<file path="src/rtl/dpnan_pkg.sv">
package dpnan_pkg;

  typedef enum logic [2:0] {
    CLS_FIN  = 3'd0,
    CLS_ZERO = 3'd1,
    CLS_INF  = 3'd2,
    CLS_QNAN = 3'd3,
    CLS_SNAN = 3'd4
  } fpcls_e;

  function automatic logic cls_is_nan(fpcls_e c);
    return (c == CLS_QNAN) || (c == CLS_SNAN);
  endfunction

endpackage

</file>
<file path="src/rtl/dpnan_classify.sv">
module dpnan_classify #(
  parameter int EXP_W  = 11,
  parameter int FRAC_W = 51
) (
  input  logic [EXP_W+FRAC_W+1:0] val,
  output dpnan_pkg::fpcls_e        cls
);
  import dpnan_pkg::*;

  localparam int INT_POS = FRAC_W;
  localparam int EXP_LSB = FRAC_W + 1;
  localparam int SGN_POS = EXP_W + FRAC_W + 1;

  logic [EXP_W-1:0]  exp_f;
  logic              int_b;
  logic [FRAC_W-1:0] frac_f;
  logic              unused_sign;

  assign exp_f       = val[EXP_LSB +: EXP_W];
  assign int_b       = val[INT_POS];
  assign frac_f      = val[FRAC_W-1:0];
  assign unused_sign = val[SGN_POS];

  // Sign plays no part: only exponent, integer bit and fraction decide.
  function automatic fpcls_e sort_fields(logic [EXP_W-1:0] e, logic ib,
                                         logic [FRAC_W-1:0] f);
    logic e_max;
    logic e_min;
    logic f_nz;
    e_max = &e;
    e_min = ~|e;
    f_nz  = |f;
    if (e_max && ib && f_nz) return f[FRAC_W-1] ? CLS_QNAN : CLS_SNAN;
    if (e_max && ib)         return CLS_INF;
    if (e_min && !ib && !f_nz) return CLS_ZERO;
    return CLS_FIN;
  endfunction

  assign cls = sort_fields(exp_f, int_b, frac_f);

endmodule

</file>
<file path="src/rtl/dpnan_policy.sv">
module dpnan_policy #(
  parameter int EXP_W  = 11,
  parameter int FRAC_W = 51
) (
  input  dpnan_pkg::fpcls_e        cls_a,
  input  dpnan_pkg::fpcls_e        cls_b,
  input  dpnan_pkg::fpcls_e        cls_r,
  input  logic [EXP_W+FRAC_W+1:0]  res_in,
  output logic [EXP_W+FRAC_W+1:0]  res_out,
  output logic                     inv_op,
  output logic                     nan_op,
  output logic                     snan_in,
  output logic                     bad_pair,
  output logic                     force_nan
);
  import dpnan_pkg::*;

  localparam int DW = EXP_W + FRAC_W + 2;

  function automatic logic [DW-1:0] canon_qnan();
    return {1'b0, {EXP_W{1'b1}}, 1'b1, {FRAC_W{1'b1}}};
  endfunction

  function automatic logic zero_inf(fpcls_e x, fpcls_e y);
    return ((x == CLS_ZERO) && (y == CLS_INF)) ||
           ((x == CLS_INF)  && (y == CLS_ZERO));
  endfunction

  assign nan_op    = cls_is_nan(cls_a) || cls_is_nan(cls_b);
  assign snan_in   = (cls_a == CLS_SNAN) || (cls_b == CLS_SNAN);
  assign bad_pair  = !nan_op && zero_inf(cls_a, cls_b);
  assign force_nan = nan_op || bad_pair || cls_is_nan(cls_r);
  assign inv_op    = snan_in || bad_pair;
  assign res_out   = force_nan ? canon_qnan() : res_in;

endmodule

</file>
<file path="src/rtl/dpnan_outreg.sv">
module dpnan_outreg #(
  parameter int DW = 64
) (
  input  logic              clk,
  input  logic              rst_n,
  input  logic              load,
  input  logic [DW-1:0]     d_res,
  input  dpnan_pkg::fpcls_e d_ca,
  input  dpnan_pkg::fpcls_e d_cb,
  input  logic              d_inv,
  output logic              q_vld,
  output logic [DW-1:0]     q_res,
  output logic [2:0]        q_ca,
  output logic [2:0]        q_cb,
  output logic              q_inv
);

  always_ff @(posedge clk or negedge rst_n) begin
    if (!rst_n) begin
      q_vld <= 1'b0;
      q_res <= '0;
      q_ca  <= '0;
      q_cb  <= '0;
      q_inv <= 1'b0;
    end else begin
      q_vld <= load;
      if (load) begin
        q_res <= d_res;
        q_ca  <= d_ca;
        q_cb  <= d_cb;
        q_inv <= d_inv;
      end
    end
  end

endmodule

</file>
<file path="src/rtl/dpnan_unit.sv">
module dpnan_unit #(
  parameter int EXP_W  = 11,
  parameter int FRAC_W = 51
) (
  input  logic                    clk,
  input  logic                    rst_n,
  input  logic                    in_vld,
  input  logic [EXP_W+FRAC_W+1:0] op_a,
  input  logic [EXP_W+FRAC_W+1:0] op_b,
  input  logic [EXP_W+FRAC_W+1:0] arith_res,
  output logic                    out_vld,
  output logic [EXP_W+FRAC_W+1:0] out_res,
  output logic [2:0]              cls_a,
  output logic [2:0]              cls_b,
  output logic                    inv_flag
);
  import dpnan_pkg::*;

  localparam int DW    = EXP_W + FRAC_W + 2;
  localparam int N_SRC = 3;

  logic [DW-1:0] src_v [N_SRC];
  fpcls_e        cls_v [N_SRC];

  assign src_v[0] = op_a;
  assign src_v[1] = op_b;
  assign src_v[2] = arith_res;

  for (genvar gi = 0; gi < N_SRC; gi++) begin : g_cls
    dpnan_classify #(.EXP_W(EXP_W), .FRAC_W(FRAC_W)) u_cls (
      .val (src_v[gi]),
      .cls (cls_v[gi])
    );
  end

  logic [DW-1:0] res_next;
  logic          inv_next;
  logic          nan_op;
  logic          snan_in;
  logic          bad_pair;
  logic          force_nan;

  dpnan_policy #(.EXP_W(EXP_W), .FRAC_W(FRAC_W)) u_pol (
    .cls_a     (cls_v[0]),
    .cls_b     (cls_v[1]),
    .cls_r     (cls_v[2]),
    .res_in    (arith_res),
    .res_out   (res_next),
    .inv_op    (inv_next),
    .nan_op    (nan_op),
    .snan_in   (snan_in),
    .bad_pair  (bad_pair),
    .force_nan (force_nan)
  );

  dpnan_outreg #(.DW(DW)) u_reg (
    .clk   (clk),
    .rst_n (rst_n),
    .load  (in_vld),
    .d_res (res_next),
    .d_ca  (cls_v[0]),
    .d_cb  (cls_v[1]),
    .d_inv (inv_next),
    .q_vld (out_vld),
    .q_res (out_res),
    .q_ca  (cls_a),
    .q_cb  (cls_b),
    .q_inv (inv_flag)
  );

endmodule

</file>
<file path="config.mk">
export PLATFORM = sky130hd
export DESIGN_NAME = dpnan_unit
export DESIGN_NICKNAME = d
export VERILOG_FILES = /design/src/rtl/dpnan_pkg.sv /design/src/rtl/dpnan_classify.sv /design/src/rtl/dpnan_policy.sv /design/src/rtl/dpnan_outreg.sv /design/src/rtl/dpnan_unit.sv
export SDC_FILE = /design/constraint.sdc
export NUM_CORES = 1
export LEC_CHECK = 0
export ABC_AREA = 1
export BUFFER_PORTS_ARGS = -buffer_cell sky130_fd_sc_hd__buf_4
export CAP_MARGIN = 20
export CORE_AREA = 2 2 103 105
export CTS_BUF_LIST = sky130_fd_sc_hd__clkbuf_2
export DETAILED_ROUTE_END_ITERATION = 6
export DIE_AREA = 0 0 105 107
export PLACE_DENSITY = 0.83
export SYNTH_ARGS = -nofsm -noshare
export SYNTH_HDL_FRONTEND = slang
export SYNTH_HIERARCHICAL = 1
export SYNTH_SLANG_ARGS = --single-unit
</file>
<file path="constraint.sdc">
create_clock -name clk -period 1.4 [get_ports clk]
set_clock_uncertainty 0.1 [all_clocks]
set_input_delay 0.07 -clock clk [delete_from_list [all_inputs] [get_ports clk]]
set_output_delay 0.07 -clock clk [all_outputs]
set_load 0.005 [all_outputs]
</file>
==> reports/results.ini <==
[drt]
route.final.wire_length_um = 21750
drtIter0Drc = 667
drt-vias-per-instance = 5.430
postRouteAntennaNets = 0
dr_total_vias = 6624
route.detailed.drc = 5
wl_per_cell_um = 17.82
firstDrtPassIters = 7

[critical_path]
crit_path_top_delay_cell = buf_4
path_delay_family = simple AND/OR/NAND/NOR gates
r2r_start = u_reg/q_res[37]
critPathMaxFanout = 15
cp_num_cells = 19
start_kind = input pin
criticalPathCategory = in2reg
crit_path_cell_trace = buf_6, nor2_4, nand2_1, nor2_1, nand2_1, nor2_2, nand2_2, a21oi_2, buf_4, nand2_2, nor2_2, nand2_1, nand2_2, clkinv_4, buf_4, buf_16, nand4_1, nand2_1, nand2_1
end_kind = register
reg2reg_slack_ps = 530
cp.required_ps = 1810
crit_end = u_reg/q_res[62]
cp_common_cell = nand2_1
rr_worst_depth = 2
worstReg2RegEnd = u_reg/q_res[37]
critPathArrivalTime_ps = 2070
critPathLaunch = op_b[26]
crit_buf_inv = 5
max_stage_delay_ps = 160

[sta]
fin_crit_ps = 1660
max_slew_margin_pct = 64.21
tightest_slew_ps = 536.9
setup_viol = 65
min_period_over_period_pct = 118.6
max_freq_ghz = 0.6024
hold-worst-slack_ps = 42.59
rsz0062_at_grt = yes
worst_slack_ps = -260.0
report.final.hold_viol_count = 0
maxSlewViolCount = 0

[final_layout]
area_growth_pct = 84.51
diodes = 0
nets = 1274
drive_gt1_share_pct = 39.39
n_fill_cell = 619
postLayoutCoreUtil_pct = 83.88
final_area_sq_mm = 0.008466

[power_and_ir_drop]
swShare_pct = 30.36
ir_drop_mv = 0.4436
p_leak_nw = 4.683
powerDensity_mw_per_mm2 = 636.7
switching_power_mw = 1.637
pwr-share-clk_pct = 26.5
comb_power_share_pct = 29.8
intPower_mw = 3.753
seqPwrFrac_pct = 43.7

[job]
maxCapViolations = 0

[outcome]
violations = design-rule violations, negative setup slack
status = finished with violations

[floorplan]
die_width_um = 105
start_util_pct = 45.46
die_y_um = 107
ios = 267
rows = 37
core_sq_mm = 0.01009
dieArea_sq_mm = 0.01124

[placed_design]
place_area_sq_mm = 0.006962
routabilityCongestion = 0.9070
hpwl_um = 11970
portBuffers = 264

[cts]
numCtsBuffers = 9
cts_max_level = 3
tritoncts = yes
cts_buffer_depth = 2
clk_pin_slew_worst_paths_ps = 220
worstSkewPairLatency_ps = 540
cts_sinks = 72
cts-root-buf = clkbuf_2

[synthesis]
yosys_warnings = 6
synth.avg_cell_area_sq_um = 6.499
syn_nets = 901
syn_area_sq_mm = 0.004588
syn_inst = 706

[hold_path]
hold_depth = 9
hold_path.class = in2reg

[global_routing]
grt_pass1_wl_um = 31240
antenna_found_initial = 0
overflow = 0
grt_pass1_vias = 6532
track_usage_pct = 35.04
grt_max_degree = 72

==> power groups by stage <==
| stage | Combinational (mW) | Sequential (mW) | Clock [mW] |
|---|---|---|---|
| floorplan | 0.408 | 2.38 | 0 |
| global placement | 1.29 | 2.37 | 0 |
| detailed placement | 1.32 | 2.38 | 0 |
| CTS | 1.49 | 2.34 | 1.38 |
| global route | 1.72 | 2.37 | 1.55 |
| finish | 1.60 | 2.36 | 1.43 |
==> layout by cell type (no fill, tap or decap), types with 3 or more instances in the layout <==
| cell type | count |
|---|---|
| nor3_1 | 9 |
| inv_1 | 80 |
| nand3b_1 | 3 |
| buf_16 | 7 |
| o21ai_2 | 3 |
| buf_12 | 10 |
| buf_6 | 18 |
| nor2_4 | 19 |
| and2_0 | 3 |
| buf_4 | 290 |
| nand3_1 | 12 |
| nor2_2 | 28 |
| dfrtp_1 | 72 |
| dlygate4sd3_1 | 67 |
| nand4_1 | 69 |
| nand2_1 | 268 |
| nor2_1 | 72 |
| inv_2 | 7 |
| nand2_2 | 15 |
| clkbuf_16 | 4 |
| clkbuf_2 | 10 |
==> stage by stage <==
stage          setup WS, ps  instances  total power [mW]  setup TNS, ps
6_report             -260.0       1220             5.390         -12790
5_1_grt              -371.0       1220             5.640         -18920
4_1_cts              -100.9       1211             5.216          -4823
3_5_place_dp         -721.0       1115             3.699         -44190
3_3_place_gp         -647.4       1115             3.666         -40610
2_1_floorplan        -326.3        706             2.792         -18940
==> sequential cells by signal, indices dropped and copies added (netlist names) <==
name / flops
u_reg/q_cb: 3
u_reg/q_ca: 3
u_reg/q_res: 64
u_reg/q_vld: 1
u_reg/q_inv: 1
==> how the worst min path moves through the flow <==
stage / start / slack [ps] / end
global route: op_b[50] / 30 / u_reg/q_cb[0]
finish: op_b[52] / 40 / u_reg/q_cb[0]
global placement: rst_n / -60 / u_reg/q_res[25]
detailed placement: rst_n / -60 / u_reg/q_res[25]
floorplan: rst_n / -330 / u_reg/q_ca[0]
CTS: op_a[50] / 90 / u_reg/q_ca[2]
==> layout make-up <==
type                    instances  area [sq um]  share of cell area [%]
multi-input cells             509          2444                   28.86
well taps                     136         170.2                   2.010
clock inverters                 6         82.58                  0.9755
clock buffers                  10         50.05                  0.5912
repair buffers                398          3573                   42.21
inverters                      89         344.1                   4.064
flip-flops and latches         72          1802                   21.28
==> what timing repair did <==
action	CTS	global route
hold buffers	67	0
setup endpoints to repair	65	65
buffers inserted	7	4
gates cloned	7	6
endpoints found under the hold margin	144	0
resized for setup	40	61
pin swaps	47	90
==> metal layers <==
| metal | part of all wire [%] | track usage (%) | vias to the layer above | wire, um |
|---|---|---|---|---|
| met5 | 0 | 0 | - | 0 |
| met4 | 7.0 | 21.05 | 0 | 1529 |
| met3 | 9.1 | 7.356 | 143 | 1984 |
| met2 | 50 | 62.24 | 566 | 10920 |
| met1 | 34 | 38.49 | 2982 | 7309 |
| li1 | - | - | 2933 | - |
==> worst min-delay path: stages <==
cell	delay, ps
buf_4	80
nor2_1	30
nand2_1	40
nor3_1	50
nand3_1	90
o21ai_2	80
buf_4	140
nand2_1	60
nand2_1	50
Note: power is estimated with default switching activity, not from simulation.
